## src/rtl/tmr_chan_pkg.sv

```systemverilog
// Package: shared encodings for the timer channel.
// Assumes the data width is at least 10 bits so the control fields fit.
package tmr_chan_pkg;
    localparam int MODE_W = 7;

    localparam logic [MODE_W-1:0] MD_GPIO_IN  = 7'h00;
    localparam logic [MODE_W-1:0] MD_GPIO_OUT = 7'h01;
    localparam logic [MODE_W-1:0] MD_CAPTURE  = 7'h02;

    localparam int CTRL_POL_BIT = 8;
    localparam int CTRL_SEL_BIT = 9;
    localparam int STAT_FLG_BIT = 0;
    localparam int STAT_LVL_BIT = 1;

    typedef enum logic [1:0] {
        AD_CTRL = 2'd0,
        AD_DATA_A = 2'd1,
        AD_DATA_B = 2'd2,
        AD_STAT = 2'd3
    } reg_addr_e;
endpackage

```

## src/rtl/tmr_chan_sync.sv

```systemverilog
// Pin synchronizer and edge qualifier.
// Does: brings pin_in through STAGES flops, keeps one more flop of history,
//       and flags a qualifying edge according to polarity / both-edge bits.
// Assumes: pin_in is asynchronous; qual is combinational from flops.
module tmr_chan_sync #(
    parameter int STAGES = 2
) (
    input  logic clk,
    input  logic rst_n,
    input  logic pin_in,
    input  logic edpol,
    input  logic edsel,
    output logic level,
    output logic qual
);
    localparam int CHAIN_W = STAGES + 1;

    logic [CHAIN_W-1:0] chain_q;
    logic               prev;
    logic               rise;
    logic               fall;

    // Shift the pin through the synchronizer and the history flop.
    always_ff @(posedge clk) begin
        if (!rst_n) chain_q <= '0;
        else        chain_q <= {chain_q[CHAIN_W-2:0], pin_in};
    end

    assign level = chain_q[STAGES-1];
    assign prev  = chain_q[STAGES];
    assign rise  = level & ~prev;
    assign fall  = ~level & prev;

    // Pick which edge counts.
    always_comb begin
        if (edsel)      qual = rise | fall;
        else if (edpol) qual = rise;
        else            qual = fall;
    end
endmodule

```

## src/rtl/tmr_chan_data.sv

```systemverilog
// Data register pairs A and B (primary and secondary copy each).
// Does: a write loads the primary copy, and the secondary copy too in
//       general-purpose modes. Pair A secondary takes the time base on a capture.
// Assumes: cap_evt is asserted only in capture mode.
module tmr_chan_data #(
    parameter int DW = 16
) (
    input  logic                clk,
    input  logic                rst_n,
    input  logic [1:0]          wr_sel,
    input  logic [DW-1:0]       wdata,
    input  logic                gpio_md,
    input  logic                cap_evt,
    input  logic [DW-1:0]       tbase,
    output logic [1:0][DW-1:0]  prim,
    output logic [1:0][DW-1:0]  sec
);
    localparam int NPAIR = 2;

    for (genvar k = 0; k < NPAIR; k++) begin : g_pair
        localparam bit IS_A = (k == 0);
        logic [DW-1:0] p_q;
        logic [DW-1:0] s_q;

        // Update one pair from writes and, for pair A, from captures.
        always_ff @(posedge clk) begin
            if (!rst_n) begin
                p_q <= '0;
                s_q <= '0;
            end else begin
                if (wr_sel[k]) begin
                    p_q <= wdata;
                    if (gpio_md) s_q <= wdata;
                end
                if (IS_A && cap_evt) s_q <= tbase;
            end
        end

        assign prim[k] = p_q;
        assign sec[k]  = s_q;
    end
endmodule

```

## src/rtl/tmr_chan.sv

```systemverilog
// Top: one timer channel in general-purpose in/out or single-action capture.
// Does: holds control, flag and output flip-flop, steers events to the
//       data pairs and muxes register reads.
// Assumes: reg_rdata is sampled combinationally by the host; DW >= 10.
module tmr_chan
    import tmr_chan_pkg::*;
#(
    parameter int DW = 16,
    parameter int SYNC_STAGES = 2
) (
    input  logic          clk,
    input  logic          rst_n,
    input  logic          reg_wr,
    input  logic [1:0]    reg_addr,
    input  logic [DW-1:0] reg_wdata,
    output logic [DW-1:0] reg_rdata,
    input  logic [DW-1:0] tbase,
    input  logic          pin_in,
    output logic          pin_out
);
    localparam int CTRL_PAD = DW - (CTRL_SEL_BIT + 1);
    localparam int STAT_PAD = DW - 2;

    logic [MODE_W-1:0] mode_q;
    logic              edpol_q;
    logic              edsel_q;
    logic              flag_q;
    logic              pin_out_q;
    logic              level;
    logic              qual;
    logic              gpio_md;
    logic              evt;
    logic              cap_evt;
    logic              wr_ctrl;
    logic              wr_stat;
    logic [1:0]        wr_sel;
    logic [1:0][DW-1:0] prim;
    logic [1:0][DW-1:0] sec;
    logic [DW-1:0]     a_rd;

    assign gpio_md = (mode_q[MODE_W-1:1] == '0);
    assign evt     = qual & ((mode_q == MD_GPIO_IN) | (mode_q == MD_CAPTURE));
    assign cap_evt = qual & (mode_q == MD_CAPTURE);
    assign wr_ctrl = reg_wr & (reg_addr == AD_CTRL);
    assign wr_stat = reg_wr & (reg_addr == AD_STAT);
    assign wr_sel  = {reg_wr & (reg_addr == AD_DATA_B),
                      reg_wr & (reg_addr == AD_DATA_A)};

    tmr_chan_sync #(.STAGES(SYNC_STAGES)) u_sync (
        .clk(clk), .rst_n(rst_n), .pin_in(pin_in),
        .edpol(edpol_q), .edsel(edsel_q),
        .level(level), .qual(qual)
    );

    tmr_chan_data #(.DW(DW)) u_data (
        .clk(clk), .rst_n(rst_n), .wr_sel(wr_sel), .wdata(reg_wdata),
        .gpio_md(gpio_md), .cap_evt(cap_evt), .tbase(tbase),
        .prim(prim), .sec(sec)
    );

    // Control register: mode and edge bits.
    always_ff @(posedge clk) begin
        if (!rst_n) begin
            mode_q  <= MD_GPIO_IN;
            edpol_q <= 1'b0;
            edsel_q <= 1'b0;
        end else if (wr_ctrl) begin
            mode_q  <= reg_wdata[MODE_W-1:0];
            edpol_q <= reg_wdata[CTRL_POL_BIT];
            edsel_q <= reg_wdata[CTRL_SEL_BIT];
        end
    end

    // Event flag: set by an event, cleared by write-one, event has priority.
    always_ff @(posedge clk) begin
        if (!rst_n)                               flag_q <= 1'b0;
        else if (evt)                             flag_q <= 1'b1;
        else if (wr_stat && reg_wdata[STAT_FLG_BIT]) flag_q <= 1'b0;
    end

    // Output flip-flop: copies polarity while in output mode, else holds.
    always_ff @(posedge clk) begin
        if (!rst_n)                        pin_out_q <= 1'b0;
        else if (mode_q == MD_GPIO_OUT)    pin_out_q <= edpol_q;
    end

    assign pin_out = pin_out_q;
    assign a_rd    = (mode_q == MD_CAPTURE) ? sec[0] : prim[0];

    // Read mux.
    always_comb begin
        unique case (reg_addr)
            AD_CTRL:   reg_rdata = {{CTRL_PAD{1'b0}}, edsel_q, edpol_q, 1'b0, mode_q};
            AD_DATA_A: reg_rdata = a_rd;
            AD_DATA_B: reg_rdata = prim[1];
            default:   reg_rdata = {{STAT_PAD{1'b0}}, level, flag_q};
        endcase
    end
endmodule

```

## config.mk

```make
export PLATFORM = sky130hd
export DESIGN_NAME = tmr_chan
export DESIGN_NICKNAME = d
export VERILOG_FILES = /design/src/rtl/tmr_chan_pkg.sv /design/src/rtl/tmr_chan_sync.sv /design/src/rtl/tmr_chan_data.sv /design/src/rtl/tmr_chan.sv
export SDC_FILE = /design/constraint.sdc
export NUM_CORES = 1
export LEC_CHECK = 0
export ABC_AREA = 0
export BUFFER_PORTS_ARGS = -buffer_cell sky130_fd_sc_hd__buf_2
export CAP_MARGIN = 20
export CORE_MARGIN = 1
export CORE_UTILIZATION = 50
export CTS_CLUSTER_DIAMETER = 200
export DETAILED_ROUTE_END_ITERATION = 16
export PLACE_DENSITY = 0.76
export RECOVER_POWER = 100
export REMOVE_ABC_BUFFERS = 1
export SETUP_SLACK_MARGIN = 0.1
export SLEW_MARGIN = 10
export SYNTH_ARGS = -nofsm -noshare
export SYNTH_HDL_FRONTEND = slang
export SYNTH_SLANG_ARGS = --single-unit
export TNS_END_PERCENT = 1
```

## constraint.sdc

```tcl
create_clock -name clk -period 1.65 [get_ports clk]
set_input_delay 0 -clock clk [delete_from_list [all_inputs] [get_ports clk]]
set_output_delay 0 -clock clk [all_outputs]
set_load 0.02 [all_outputs]
```

### After elaboration in Yosys (flattened, before gate mapping)

Index checks and enable logic that the tools add are counted.

| word-level totals | value |
|---|---|
| input bits | 38 |
| register bits | 62 |
| logic and storage cells | 43 |
| output and inout bits | 17 |

| cells by class | value |
|---|---|
| reductions and logical operators | 8 |
| bitwise gates (word level) | 12 |
| muxes and demuxes | 9 |
| equal/unequal tests | 5 |

Operator list:

| cell | number |
|---|---|
| two-way mux 16 bit | 4 |
| case mux 16 bit (3 select lines) | 1 |
| AND 1 bit | 8 |
| equality test 7 x 1 -> 1 bit, second input constant | 1 |
| equality test 7 x 2 -> 1 bit, second input constant | 1 |
| zero test 7 bit | 1 |
| zero test 6 bit | 1 |
| nonzero test 2 bit | 3 |
| equality test 2 bit, second input constant | 2 |
| two-way mux 1 bit | 4 |
| equality test 2 x 1 -> 1 bit, second input constant | 1 |
| zero test 2 bit | 1 |
| NOT 1 bit | 2 |
| OR 1 bit | 2 |
| AND reduction 2 bit | 1 |
| logical AND 1 bit | 1 |

### Longest topological paths before layout

Gate-level depths: netlist (run 1).

| depth | value |
|---|---|
| depth in word-level cells | 7 |
| gate-level depth with buffers | 8 |
| gate-level depth less buffers | 6 |

### Hierarchy

A second synthesis (run 1) with hierarchy kept.

| second synthesis, totals | value |
|---|---|
| cells, all modules | 412 |
| area, all modules | 4057.6 sq um |

Modules (own cells, without submodules):

| module | sequential area each (sq um) | cells an instance | area each (sq um) | instances |
|---|---|---|---|---|
| tmr_chan_data | 1281.2 | 269 | 2939.1 | 1 |
| tmr_chan | 220.2 | 131 | 987.2 | 1 |
| tmr_chan_sync | 60.1 | 12 | 131.4 | 1 |

### Worst setup path after synthesis (run 1)

Ideal clock, no wire load.

| timing | value |
|---|---|
| path kind | register -> register |
| from | reg u_sync.chain_q[1] |
| to | reg u_data.g_pair[0].s_q[10] |
| required time | 1.525 ns |
| library setup time | 0.125 ns |
| buffers on the path | 2 |
| stages on the path, launching flop included | 9 |
| data arrival time | 1.598 ns |
| setup slack | -0.073 ns |
| cells stage by stage | dfxtp_1 > inv_1 > ha_1 > mux2_2 > o21ai_2 > or2_2 > buf_2 > buf_2 > a31oi_1 |

| between the ends | value |
|---|---|
| word-level cells in the longest chain between the ends | 7 |
| elaborated cells between the ends (all ways) | 11 |

RTL lines:

| what | line | RTL |
|---|---|---|
| start: declaration | tmr_chan_sync.sv:18 | `logic [CHAIN_W-1:0] chain_q;` |
| start signal: assignment | tmr_chan_sync.sv:26 | `else chain_q <= {chain_q[CHAIN_W-2:0], pin_in};` |
| NOT 1 bit | tmr_chan_sync.sv:32 | `assign fall = ~level & prev;` |
| AND 1 bit | tmr_chan_sync.sv:32 |  |
| two-way mux 1 bit / OR 1 bit (equally long branches) | tmr_chan_sync.sv:37, tmr_chan_sync.sv:36 |  |
| two-way mux 1 bit (*) | tmr_chan_sync.sv:36 | `if (edsel) qual = rise \| fall;` |
| AND 1 bit (*) | tmr_chan.sv:43 | `assign cap_evt = qual & (mode_q == MD_CAPTURE);` |
| nonzero test 2 bit (no source line) | - |  |
| AND reduction 2 bit (no source line) | - |  |
| end signal: assignment | tmr_chan_data.sv:33 | `if (gpio_md) s_q <= wdata;` |
| end signal: assignment | tmr_chan_data.sv:35 | `if (IS_A && cap_evt) s_q <= tbase;` |
| end: declaration | tmr_chan_data.sv:23 | `logic [DW-1:0] s_q;` |

Mark *: on every way between the ends. The rest lies on a longest branch, timed or not.
A chain may end at the register's enable or synchronous reset.

### Worst setup path in the final report (run 1)

| timing | value |
|---|---|
| from | reg mode_q[0] |
| to | out reg_rdata[1] |

| between the ends | value |
|---|---|
| word-level cells in the longest chain between the ends | 3 |

RTL lines:

| what | line | RTL |
|---|---|---|
| start: declaration | tmr_chan.sv:24 | `logic [MODE_W-1:0] mode_q;` |
| start signal: assignment | tmr_chan.sv:68 | `mode_q <= reg_wdata[MODE_W-1:0];` |
| equality test 7 x 2 -> 1 bit | tmr_chan.sv:88 | `assign a_rd = (mode_q == MD_CAPTURE) ? sec[0] : prim[0];` |
| two-way mux 16 bit | tmr_chan.sv:88 |  |
| case mux 16 bit (3 select lines) | tmr_chan.sv:92 | `unique case (reg_addr)` |
| end: declaration | tmr_chan.sv:16 | `output logic [DW-1:0] reg_rdata,` |

Every way passes these cells.

==> results of run 1 <==
## worst min-delay path, stage by stage
cell     delay (ns)
buf_2          0.09
o31ai_2        0.07
a31oi_1        0.15
## cell families (layout without fill, tap and decap cells)
group | count (synthesis) | count (layout) | share of synthesized area [%]
AND/OR/NAND/NOR | 136 | 136 | 20.39
AO/OA/AOI/OAI | 80 | 80 | 18.89
flip-flops | 62 | 62 | 42.39
multiplexers | 36 | 36 | 13.29
buffers and inverters | 29 | 129 | 4.188
adder cells (fa/ha/maj) | 2 | 2 | 0.8546
## area by class of cell
cell class / count / area, um^2
well taps: 72 / 90.09
flip-flops and latches: 62 / 1250
clock inverters: 1 / 5.005
multi-input cells: 254 / 1629
fillers: 450 / 1594
repair buffers: 113 / 829.5
inverters: 2 / 7.507
clock buffers: 13 / 168.9
## state kept, by name (all words and copies together), names as in the netlist
signal             flops
mode_q                 7
u_sync.chain_q         3
u_data.g_pair.s_q     16
u_data.g_pair.p_q     32
flag_q                 1
edpol_q                1
pin_out                1
edsel_q                1
## power breakdown
group,switching (mW),total [mW],internal (mW)
clock network,0.538,1.19,0.650
logic,0.241,0.473,0.232
registers,0.0347,1.58,1.55
## placed cells by master, fill, tap and decap left out, types with 2 or more instances in the layout
master         count
nand2_1          107
dfxtp_1           59
dlygate4sd3_1     32
buf_6              3
dfxtp_4            2
inv_2              2
o22ai_1            7
mux2i_1           31
and2_1             4
mux2_4             3
nor2b_1           11
o31ai_1           15
o21ai_0            6
nand3_1            2
buf_4             27
nor3_4             2
buf_2             42
clkbuf_1           7
clkbuf_8          12
mux4_2             2
a21boi_0          32
o21ai_1            2
a31oi_1           16
## per-stage QoR
step / cells / hold slack [ns] / area [um^2] / worst slack [ns]
global placement: 470 / 0.2083 / 3386 / -0.01637
finish: 517 / 0.03119 / 3980 / -0.3562
detailed placement: 470 / 0.2085 / 3386 / -0.1125
floorplan: 318 / 0.1217 / 2813 / -0.4908
global route: 517 / 0.04106 / 3980 / -0.4098
CTS: 517 / 0.01459 / 3908 / -0.3372
## routing by layer
layer	routed length (um)	up-vias	global-route usage, %	share of wire (%)
met5	0	-	0	0
met4	182	0	12.04	2.2
met3	559	21	5.000	6.7
met2	4017	126	47.83	48
met1	3548	1348	34.83	43
li1	-	1388	-	-
## path summary, 6_finish.rpt
check	depth (start not counted)	slack (ns)	end
max reg2reg	7	0	u_data.g_pair[0].s_q[14]
max	5	-0.36	reg_rdata[1]
min reg2reg	1	0.43	u_sync.chain_q[1]
min	3	0.03	u_data.g_pair[0].s_q[14]
## timing repair
action	in CTS	in global routing
endpoints found under the hold margin	53	0
gates resized for setup	5	32
endpoints found under the setup margin	33	33
pin swaps	3	14
gates cloned	0	0
hold buffers	32	0
setup buffers	1	0
==> metrics.md, run 1 <==
| Metric | Value |
|---|---|
| Status | `complete, but fails checks` |
| Failing checks | `setup timing` |
| Flop and latch count out of synthesis | `62` |
| Post-synthesis area per instance | `8.486 um^2` |
| P per Cell Area | `815.1 nW/um^2` |
| PortBufs | `54` |
| Synthesized area | `2928 um^2` |
| Clock Sinks | `62` |
| Num CTS Buffers | `9` |
| Worst Setup Start Kind | `register` |
| Vias in the first global route | `2860` |
| Buf+Inv Stages, Crit Path | `1` |
| Top delay family on crit path | `multiplexers` |
| Largest net degree at the start of global routing | `27` |
| Routed len/inst | `16.07 um` |
| Final slew viol count | `0` |
| Routed Antenna Nets | `0` |
| Post-Syn Instances | `345` |
| CTS clk-pin slew, worst paths | `0.06 ns` |
| Crit end category | `primary output` |
| Initial DRC count | `265` |
| Avg Vias per Cell | `5.576` |
| Final Skew | `0.004861 ns` |
| # Max-Cap Violations | `0` |
| Crit path max-delay cell type | `mux4_2` |
| Worst hold path type | `input pin to register` |
| Number of flops mapped to enable cells by yosys | `0` |
| Synth top area cells | `dfxtp_1 (42%), nand2_1 (14%), mux2i_1 (11%), a21boi_0 (8.2%), o31ai_1 (4.1%)` |
| Total chip power | `3.244 mW` |
| Placement Rows | `27` |
| Initial antenna violation count | `0` |
| VDD IR-drop max | `0.0004940 V` |
| Count of cell types in the netlist | `30` |
| Worst relative slew slack | `32.08%` |
| Critical path, cell by cell | `nor3_4 > nand3_4 > mux2_4 > mux4_2 > buf_6` |
| Share of post-route cells with drive strength above 1 | `24.04%` |
| Io pins | `55` |
| Final worst-path cycle share | `121.6%` |
| Vias | `2883` |
| GRT overflow | `0` |
| Arrival time at the worst endpoint | `2.01 ns` |
| Setup slack after layout | `-0.3562 ns` |
| Nets | `482` |
| H-tree depth | `3` |
| Most numerous cell in the Yosys netlist | `nand2_1` |
| RSZ-0062 raised after global routing | `yes` |
| Post-synth ARST share | `0%` |
| Die area | `6165 um^2` |
| Sequential element share of the synthesized area | `42.39%` |
| Post-Route WL | `8307 um` |
| Die width | `78.52 um` |
| Worst-Margin Slew | `1.019 ns` |
| Pleak | `1.613 nW` |
| Crit Path Class | `register to primary output` |
| Setup TNS Final | `-3.083 ns` |
| Req. time, crit path | `1.65 ns` |
| GR Util All Layers | `28.19%` |
| Syn-to-layout area delta | `35.94%` |
| Final Hold Viols | `0` |
| Minimum clock period | `2.006 ns` |
| Clk buf depth | `2` |
| Area share of the largest cell type after synthesis | `42.39%` |
| CP peak stage delay | `0.47 ns` |
| Yosys top cell by area | `dfxtp_1` |
| Residual DRC | `0` |
| Critical hold path startpoint | `tbase[14]` |
| First-pass GRT wire length | `13370 um` |
| Starting density of the core | `52.53%` |
| Area of the core | `5574 um^2` |
| Synth warnings | `0` |
| Main synth FF type | `dfxtp_1` |
| N_diodes | `0` |
| Clk root buf | `clkbuf_8` |
| Fmax | `498.4 MHz` |
| Reg-to-Reg Start | `u_sync.chain_q[2]` |
| # setup viols final | `17` |
| Critical Path Source | `mode_q[0]` |
| Placer Congestion | `0.8334` |
| Pre-antenna DRT Iters | `5` |
| Final core occ | `71.40%` |
| Synth cell count leaders | `nand2_1 (107), dfxtp_1 (62), a21boi_0 (32), mux2i_1 (31)` |
| Die Y | `78.52 um` |
| Worst Path Max Fanout | `3` |
| Clk_lat worst skew | `0.33 ns` |
| CTS tree | `built` |
| HPWL Detailed | `5324 um` |
Power figures use the tool's default switching activity.
==> run 2, diff against run 1 <==
--- a/config.mk
+++ b/config.mk
@@ -8,7 +8,7 @@
 export ABC_AREA = 0
 export BUFFER_PORTS_ARGS = -buffer_cell sky130_fd_sc_hd__buf_2
 export CAP_MARGIN = 20
-export CORE_MARGIN = 1
+export CORE_MARGIN = 3
 export CORE_UTILIZATION = 50
 export CTS_CLUSTER_DIAMETER = 200
 export DETAILED_ROUTE_END_ITERATION = 16
==> run 2 against run 1 <==
- the flow still finishes with violations (setup timing)
- hold slack improved by 0.093 ns
- global-route usage down 1.4 points
- total power shrank 1.1%
- largest cell class unchanged
- largest power group unchanged
- highest routed layer unchanged
==> metrics.md, run 2 (synthesis results as in run 1) <==
| Metric | Value |
|---|---|
| Status | `complete, but fails checks` |
| Failing checks | `setup timing` |
| Routed Antenna Nets | `0 (unchanged)` |
| Worst Setup Start Kind | `register` |
| Minimum clock period | `2.017 ns (+0.01099 ns)` |
| Final Hold Viols | `0 (unchanged)` |
| PortBufs | `54 (unchanged)` |
| Worst relative slew slack | `51.65% (+20 points)` |
| Placed Area | `3416 um^2 (+0.89%)` |
| Syn-to-layout area delta | `34.62%` |
| Worst-Margin Slew | `0.7235 ns (-0.2952 ns)` |
| N_diodes | `0 (unchanged)` |
| GRT overflow | `0 (unchanged)` |
| Most common cell after layout, fill and taps aside | `nand2_1` |
| P per Cell Area | `814.3 nW/um^2 (about the same)` |
| Fmax | `495.7 MHz (-0.54%)` |
| Crit path max-delay cell type | `mux4_2` |
| Buf+Inv Stages, Crit Path | `1 (unchanged)` |
| Vias | `2902 (+0.66%)` |
| Nets | `486 (+0.83%)` |
| Initial DRC count | `245 (-7.5%)` |
| Largest regs | `u_data.g_pair.p_q x32, u_data.g_pair.s_q x16, mode_q x7` |
| Area of the core | `5574 um^2 (unchanged)` |
| VDD IR-drop max | `0.0006924 V (+40%)` |
| Max reg flops | `32 (unchanged)` |
| Critical path, cell by cell | `nor3_4 > nand3_2 > mux2_1 > mux4_2 > buf_2` |
| Pleak | `1.605 nW (-0.54%)` |
| Initial antenna violation count | `0 (unchanged)` |
| Layout fillers | `453 (+0.67%)` |
| Io pins | `55 (unchanged)` |
| Final slew viol count | `0 (unchanged)` |
| Clock Sinks | `62 (unchanged)` |
| Crit end category | `primary output` |
| Top delay family on crit path | `multiplexers` |
| # setup viols final | `16 (-1)` |
| CTS clk-pin slew, worst paths | `0.07 ns (about the same)` |
| HPWL Detailed | `5451 um (+2.4%)` |
| Pre-antenna DRT Iters | `5 (unchanged)` |
| Top reg by flops | `u_data.g_pair.p_q` |
| Worst Path Max Fanout | `3 (unchanged)` |
| Residual DRC | `0 (unchanged)` |
| Avg Vias per Cell | `5.549 (-0.50%)` |
| Worst hold path type | `input pin to register` |
| Final Skew | `0.005055 ns (+0.0001944 ns)` |
| Req. time, crit path | `1.65 ns (about the same)` |
| Routed len/inst | `15.91 um (-0.97%)` |
| Setup slack after layout | `-0.3672 ns (-0.01099 ns)` |
| Starting density of the core | `52.53% (unchanged)` |
| CTS tree | `built` |
| Finished Cell Area | `3941 um^2 (-0.97%)` |
| Arrival time at the worst endpoint | `2.02 ns (about the same)` |
| Post-Route WL | `8322 um (+0.18%)` |
| RSZ-0062 raised after global routing | `yes` |
| Share of post-route cells with drive strength above 1 | `22.62% (-1.4 points)` |
| Final core occ | `70.71% (-0.70 points)` |
| Final worst-path cycle share | `122.3% (+0.67 points)` |
| Die Y | `82.52 um (+5.1%)` |
| Dpl ws | `-0.1205 ns (-0.007983 ns)` |
| Die area | `6810 um^2 (+10%)` |
| Num CTS Buffers | `9 (unchanged)` |
| Clk_lat worst skew | `0.35 ns (+0.02 ns)` |
| Placement Rows | `27 (unchanged)` |
| Largest net degree at the start of global routing | `63 (+130%)` |
| GR Util All Layers | `26.77% (-1.4 points)` |
| Vias in the first global route | `2855 (-0.17%)` |
| Commonest cells after routing, fill and taps aside | `nand2_1 (107), dfxtp_1 (59), buf_2 (42)` |
| CP peak stage delay | `0.45 ns (-0.02 ns)` |
| First-pass GRT wire length | `13640 um (+2.0%)` |
| Multi-input logic area | `1599 um^2 (-1.8%)` |
| Clk buf depth | `2 (unchanged)` |
| Register Area | `1245 um^2 (-0.40%)` |
| Crit Path Class | `register to primary output` |
| Clk root buf | `clkbuf_8` |
| Placer Congestion | `0.8303 (-0.37%)` |
| H-tree depth | `3 (unchanged)` |
| Die width | `82.52 um (+5.1%)` |
| # Max-Cap Violations | `0 (unchanged)` |
## run 2: report_power, final
part	switching, mW	leakage [nW]	total, mW	internal [mW]
logic	0.236	1.01	0.464	0.228
registers	0.0335	0.505	1.58	1.55
clock network	0.583	0.0861	1.16	0.578
## run 2: cell type report
cell class | instances | area share (%)
inverters | 2 | 0.1905
multi-input cells | 254 | 40.57
flip-flops and latches | 62 | 31.59
repair buffers | 117 | 21.11
well taps | 72 | 2.286
clock buffers | 12 | 3.683
clock inverters | 4 | 0.5714
## run 2: timing repair
item,in CTS,in global routing
setup buffers,0,0
hold buffers,33,0
pin swaps,16,11
resized for setup,15,11
endpoints found under the setup margin,33,33
hold endpoints to repair,58,0
## run 2: metrics by stage
step / cells / hold slack (ns) / setup TNS, ns / power [mW]
global route: 523 / 0.1413 / -5.231 / 3.346
CTS: 523 / 0.1104 / -4.158 / 3.225
floorplan: 318 / 0.1217 / -7.725 / 1.794
global placement: 474 / 0.2082 / -0.3238 / 1.997
detailed placement: 474 / 0.2113 / -1.883 / 2.006
finish: 523 / 0.1237 / -3.838 / 3.209
## run 2: final timing paths
| path | start | to | slack [ns] | depth (start not counted) |
|---|---|---|---|---|
| max | mode_q[3] | reg_rdata[1] | -0.37 | 5 |
| min | rst_n | u_data.g_pair[0].s_q[2] | 0.12 | 4 |
| max reg2reg | mode_q[3] | u_data.g_pair[0].s_q[8] | 0.08 | 6 |
| min reg2reg | u_data.g_pair[0].p_q[5] | u_data.g_pair[0].p_q[5] | 0.47 | 2 |
## run 2: routing by layer
metal	GRT usage, %	part of all wire, %	vias up
met5	0	0	-
met1	32.45	42	1351
met2	44.79	49	139
met4	12.91	2.2	0
met3	5.965	7.1	24
li1	-	-	1388
## run 2: worst register-to-register path: cells and delay by family, from the launching register on
kind	cells	cell delay, ns
simple gates	2	0.37
flops	1	0.34
compound gates	2	0.34
buf+inv	2	0.40
